$ cat src/rtl/sio_pkg.sv
package sio_pkg;
  localparam int unsigned SIO_W = 4;
  typedef enum logic {MODE_SHIFT = 1'b0, MODE_COUNT = 1'b1} sio_mode_e;
endpackage

$ cat src/rtl/sio_fall_det.sv
module sio_fall_det (
  input  logic clk_i,
  input  logic rst_ni,
  input  logic ser_i,
  output logic fall_o
);
  logic prev_q;

  always_ff @(posedge clk_i or negedge rst_ni)
    if (!rst_ni) prev_q <= 1'b0;
    else         prev_q <= ser_i;

  assign fall_o = prev_q & ~ser_i;

  // history cleared, so a low input right after reset is no edge
  p_hist_follow_r1: assert property (@(posedge clk_i) disable iff (!rst_ni)
    !ser_i |=> !fall_o);
endmodule

$ cat src/rtl/sio_sclk_ctl.sv
module sio_sclk_ctl
  import sio_pkg::*;
(
  input  logic      clk_i,
  input  logic      rst_ni,
  input  logic      stb_i,
  input  logic      xchg_i,
  input  sio_mode_e mode_i,
  output logic      sclk_o
);
  sio_mode_e mode_q;
  logic en_q, tog_q, gate;

  assign gate = en_q & (mode_i == MODE_SHIFT);

  always_ff @(posedge clk_i or negedge rst_ni)
    if (!rst_ni) begin
      mode_q <= MODE_SHIFT;
      en_q   <= 1'b0;
      tog_q  <= 1'b0;
    end else begin
      mode_q <= mode_i;
      if (stb_i && xchg_i)     en_q <= 1'b1;
      else if (mode_i != mode_q) en_q <= 1'b0;
      if (!gate)      tog_q <= 1'b0;
      else if (stb_i) tog_q <= ~tog_q;
    end

  assign sclk_o = tog_q & gate;

  p_latch_set_r9: assert property (@(posedge clk_i) disable iff (!rst_ni)
    stb_i && xchg_i |=> en_q);
  p_latch_clr_r9: assert property (@(posedge clk_i) disable iff (!rst_ni)
    (mode_i != mode_q) && !(stb_i && xchg_i) |=> !en_q);
  p_sclk_toggle_r8: assert property (@(posedge clk_i) disable iff (!rst_ni)
    gate && stb_i |=> tog_q != $past(tog_q));
  p_sclk_hold_r8: assert property (@(posedge clk_i) disable iff (!rst_ni)
    gate && !stb_i |=> tog_q == $past(tog_q));
endmodule

$ cat src/rtl/sio_dual_reg.sv
module sio_dual_reg
  import sio_pkg::*;
#(
  parameter int unsigned W = SIO_W
) (
  input  logic         clk_i,
  input  logic         rst_ni,
  input  logic         cyc_stb_i,
  input  logic         cnt_mode_i,
  input  logic         xchg_i,
  input  logic [W-1:0] acc_i,
  output logic [W-1:0] sio_o,
  input  logic         ser_i,
  output logic         ser_o,
  output logic         sclk_o
);
  localparam logic [W-1:0] ONE = W'(1);

  sio_mode_e    mode;
  logic         fall, do_xchg;
  logic [W-1:0] q;

  assign mode    = sio_mode_e'(cnt_mode_i);
  assign do_xchg = cyc_stb_i & xchg_i;

  sio_fall_det u_fall (
    .clk_i (clk_i), .rst_ni (rst_ni), .ser_i (ser_i), .fall_o (fall)
  );

  sio_sclk_ctl u_sclk (
    .clk_i (clk_i), .rst_ni (rst_ni), .stb_i (cyc_stb_i),
    .xchg_i (xchg_i), .mode_i (mode), .sclk_o (sclk_o)
  );

  // exchange has priority over shift and count
  always_ff @(posedge clk_i or negedge rst_ni)
    if (!rst_ni)                            q <= '0;
    else if (do_xchg)                       q <= acc_i;
    else if (mode == MODE_SHIFT && cyc_stb_i) q <= {q[W-2:0], ser_i};
    else if (mode == MODE_COUNT && fall)    q <= q + ONE;

  assign sio_o = q;
  assign ser_o = (mode == MODE_SHIFT) ? q[W-1] : 1'b0;

  p_xchg_load_r2: assert property (@(posedge clk_i) disable iff (!rst_ni)
    do_xchg |=> sio_o == $past(acc_i));
  p_shift_r4: assert property (@(posedge clk_i) disable iff (!rst_ni)
    !cnt_mode_i && cyc_stb_i && !xchg_i |=> sio_o == {$past(sio_o[W-2:0]), $past(ser_i)});
  p_hold_r5: assert property (@(posedge clk_i) disable iff (!rst_ni)
    !cnt_mode_i && !cyc_stb_i |=> $stable(sio_o));
  p_count_r6: assert property (@(posedge clk_i) disable iff (!rst_ni)
    cnt_mode_i && fall && !do_xchg |=> sio_o == $past(sio_o) + ONE);
  p_no_count_r7: assert property (@(posedge clk_i) disable iff (!rst_ni)
    cnt_mode_i && !fall && !do_xchg |=> $stable(sio_o));
  p_reset_r1: assert property (@(posedge clk_i) !rst_ni |-> sio_o == '0 && !sclk_o);
endmodule

$ cat config.mk
export PLATFORM = sky130hd
export DESIGN_NAME = sio_dual_reg
export DESIGN_NICKNAME = d
export VERILOG_FILES = /design/src/rtl/sio_pkg.sv /design/src/rtl/sio_fall_det.sv /design/src/rtl/sio_sclk_ctl.sv /design/src/rtl/sio_dual_reg.sv
export SDC_FILE = /design/constraint.sdc
export NUM_CORES = 1
export LEC_CHECK = 0
export ABC_AREA = 1
export BUFFER_PORTS_ARGS = -buffer_cell sky130_fd_sc_hd__buf_2
export CAP_MARGIN = 40
export CORE_UTILIZATION = 30
export CTS_BUF_LIST = sky130_fd_sc_hd__clkbuf_8
export DETAILED_ROUTE_END_ITERATION = 10
export GPL_TIMING_DRIVEN = 0
export PLACE_DENSITY = 0.63
export SLEW_MARGIN = 10
export SYNTH_ARGS = -nofsm -noshare
export SYNTH_HDL_FRONTEND = slang
export SYNTH_SLANG_ARGS = --single-unit
$ cat constraint.sdc
create_clock -name clk_i -period 1.1 [get_ports clk_i]
set_input_delay 0.11 -clock clk_i [delete_from_list [all_inputs] [get_ports clk_i]]
set_output_delay 0.11 -clock clk_i [all_outputs]
set_load 0.01 [all_outputs]
# Word level (Yosys, flattened, before mapping)
# Cells that the tools add are included.
# word_totals
in_bits	10
regBits	8
output_inout_bits	6
wordCells	28
# classes
reduce_logical	5
n_mux	8
add_sub_neg	1
n_eq_ne	2
bitwise_logic	7
# ops
operator	count
2-to-1 mux 4 bit	3
2-to-1 mux 1 bit	5
adder 4 x 1 -> 4 bit (second input constant)	1
AND 1 bit	4
logical AND 1 bit	3
NOT 1 bit	3
nonzero test 3 bit	1
!= test 2 bit (second input constant)	1
nonzero test 2 bit	1
!= test 1 bit	1

# Longest topological paths before layout
# logic_depth
depth_word	6
mapped_depth	7
ltp_nobuf	7

# Cells and area by module
# A second synthesis with hierarchy kept.
# unflattened
cells_unflattened	70
area_unflattened_um2	486.7
# modules_own_cells
mod	instances	seq_area_each_um2	area_each_um2	cells_each
sio_dual_reg	1	100.1	315.3	50
sio_sclk_ctl	1	75.1	136.4	17
sio_fall_det	1	25.0	35.0	3

# Worst setup path after synthesis
# No wires, ideal clock.
# synth_timing
path_kind	register to register
startpoint	register q[0], in the netlist sio_o[0]
endpoint	register q[1], in the netlist sio_o[1]
path_stages_with_launch	6
slack_ps	-30
setup_time_ps	120
required_time_ps	980
arrival_ps	1010
synth_period_minus_slack_ps	1130
n_path_buf	0
cell_sequence	dfrtp_1 > ha_1 > nand2_1 > o21ai_0 > o21ai_1 > nand2_1
# synth_via
elab_chain_cells	4
# synth_rtl
item	line_no	text
start, declared	sio_dual_reg.sv:21	logic [W-1:0] q;
start signal, assigned	sio_dual_reg.sv:38	else if (do_xchg) q <= acc_i;
start signal, assigned	sio_dual_reg.sv:39	else if (mode == MODE_SHIFT && cyc_stb_i) q <= {q[W-2:0], ser_i};
start signal, assigned	sio_dual_reg.sv:40	else if (mode == MODE_COUNT && fall) q <= q + ONE;
adder 4 x 1 -> 4 bit	sio_dual_reg.sv:40	
2-to-1 mux 4 bit	sio_dual_reg.sv:40	
2-to-1 mux 4 bit (*)	sio_dual_reg.sv:39	
2-to-1 mux 4 bit (*)	sio_dual_reg.sv:38	
# Every way passes the cells marked *; elsewhere a longest branch is shown, timed or not. The select of a mux whose other input is x is not followed.
# A chain may end at the register's enable or synchronous reset.

# Worst setup path in the final report
# layout_timing
startpoint	register q[1], in the netlist sio_o[1]
endpoint	register q[2], in the netlist sio_o[2]
# The elaborated chain is that of the path after synthesis.

==> results.yml <==
synthesis:
  ys_warn_count: 0
  postSynthAreaPerCell_um2: 7.30
  yosysTopAreaCellShare: 0.403
  syn_nets: 79
  yosysSeqAreaShare: 0.403
  synth.area.top_cells: "dfrtp_1 40%, nand2_1 14%, nor2_1 8.3%, nand2_4 6.8%, inv_1 6.0%"
  postSynthCellCount: 68
  synth_cell_types: 18
  syn_area_um2: 497
  synth-seq-cells: 8
  yosys.area.top_type: "dfrtp_1"
sta:
  period_share: 0.988
  rsz0062_at_grt: "true"
  skew_ns: 0.00976
  worstMarginPinSlew_ns: 0.207
  timing.final.ws_setup_ns: 0.0128
  timing.slew.headroom: 0.862
  setup_viol: 0
  fin_setup_tns_ns: 0
  max_freq_mhz: 920
  hold_violations: 0
  drv_slew: 0
  whs_ns: 0.0511
  period_minus_slack_ns: 1.09
floorplan:
  num_rows: 14
  core_um2: 1520
  dieArea_um2: 1820
  fp.dieH_um: 42.7
  start_util: 0.326
  die_w_um: 42.7
  io_pins: 16
critical_path:
  start_kind: "flop"
  end_kind: "flop"
  critPathArrivalTime_ns: 1.20
  criticalPathCategory: "flop to flop"
  cp_max_fo: 2
  critPathRequiredTime_ns: 1.22
  r2r_slack_ns: 0.01
clock_network:
  h-tree-depth: 1
  clock_latency_ns: 0.23
  root_buffer: "clkbuf_8"
  cts.path.max_buffers: 2
  cts.clk_slew.worst_paths_ns: 0.05
  cts.sinks: 8
  tritoncts: "yes"
  numCtsBuffers: 3
grt:
  grt_pass1_vias: 427
  grt_max_degree: 10
  grtUsageTotal: 0.141
  antenna_found_initial: 0
  grt_pass1_wl_um: 1810
  grt-ovfl-total: 0
detailed_routing:
  wire_per_inst_um: 10.2
  drt-total-wl_um: 1090
  detail-route-antenna-nets: 0
  vias: 476
  drcViolationCount: 0
  drtIter0Drc: 8
  dr.pass1.iters: 2
  viasPerCell: 4.45
placed_design:
  place_area_um2: 597
  gp_congestion: 0.731
  dp_hpwl_um: 784
  dp_slack_ns: -0.0298
  io_buffers: 15
final_layout:
  nNetsFinal: 103
  final_cell_mix: "19 x nand2_1, 15 x buf_2, 11 x nor2_1, 9 x inv_1, 6 x dfrtp_1"
  fin_area_um2: 687
  drive_above_1_share: 0.341
  antennaDiodeCount: 0
  syn_to_final_growth_pct: 38.3
  final_common_cell: "nand2_1"
power:
  power_density_nw_per_um2: 1640
  vdd_ir_drop_max_mv: 0.839
  leakage_nw: 0.386
flow_run:
  max-cap-violations: 0
status:
  status: "finished, final reports clean"
min_path:
  hold_path_class: "input pin to flop"
-- state kept, by name, indices dropped and copies added, names as in the netlist --
register       flops
u_fall.prev_q      1
u_sclk.tog_q       1
u_sclk.mode_q      1
u_sclk.en_q        1
sio_o              4
-- timing repair --
action                                  in CTS  in global routing
pin swaps                                    0                  2
resized for setup                            0                  1
buffers inserted                             2                  0
hold endpoints to repair                     9                  0
hold buffers                                 2                  0
endpoints found under the setup margin       2                  2
-- cells by family after synthesis --
group,after synthesis,synth area share
and+or+nand+nor,41,0.393
xor gates and xnor gates,1,0.0176
DFF,8,0.403
adders and majority gates,1,0.0252
buffers and inverters,10,0.0806
AOI/OAI and AO/OA,7,0.0806
-- path summary, 6_finish.rpt --
kind,from,endpoint,depth (start not counted)
max in group asynchronous,rst_ni,sio_o[0]$_DFFE_PN0P_,2
min in group asynchronous,rst_ni,u_sclk.tog_q$_DFFE_PN0P_,2
worst max-delay path,sio_o[1]$_DFFE_PN0P_,sio_o[2]$_DFFE_PN0P_,6
worst min register to register,u_sclk.tog_q$_DFFE_PN0P_,u_sclk.tog_q$_DFFE_PN0P_,1
worst max register to register,sio_o[1]$_DFFE_PN0P_,sio_o[2]$_DFFE_PN0P_,6
worst min-delay path,cnt_mode_i,u_sclk.mode_q$_DFF_PN0_,1
-- critical path: stages, from the launching register on --
cell,delay [ns]
dfrtp_2,0.42
ha_4,0.16
xor2_1,0.15
nand2_1,0.06
nand3_1,0.06
nand2_1,0.07
nand2_1,0.04
-- area by class of cell --
type	count	area (um^2)
Multi-Input combinational cell	50	269
Timing Repair Buffer	19	110
Tap cell	16	20.0
Clock buffer	3	41.3
Fill cell	159	837
Clock inverter	1	3.75
Sequential cell	8	203
Inverter	10	40.0
-- power by group --
| group | internal (mW) | switching (mW) | total, mW |
|---|---|---|---|
| clock | 0.243 | 0.131 | 0.374 |
| combinational | 0.163 | 0.191 | 0.354 |
| sequential | 0.348 | 0.0538 | 0.402 |
| total | 0.754 | 0.376 | 1.13 |
-- through the flow --
stage | cells | power, mW | utilization
after floorplan | 68 | 0.603 | -
after global placement | 99 | 0.706 | 0.392
after detailed placement | 99 | 0.715 | 0.392
after CTS | 107 | 1.13 | 0.444
after global routing | 107 | 1.22 | 0.451
final | 107 | 1.13 | 0.451
-- Yosys cell counts, drive strengths merged --
| cell | number |
|---|---|
| a21oi | 2 |
| a31oi | 1 |
| dfrtp | 8 |
| ha | 1 |
| inv | 10 |
| nand2 | 22 |
| nand3 | 5 |
| nand4 | 1 |
| nor2 | 12 |
| o21ai | 4 |
| or2 | 1 |
| xor2 | 1 |
-- layer usage --
metal	up-vias	wire, um	global-route usage
met5	-	0	0
met4	0	18	0.0938
met3	2	49	0.0511
met2	9	502	0.203
met1	209	516	0.174
li1	256	-	-
Power figures use the tool's default switching activity.
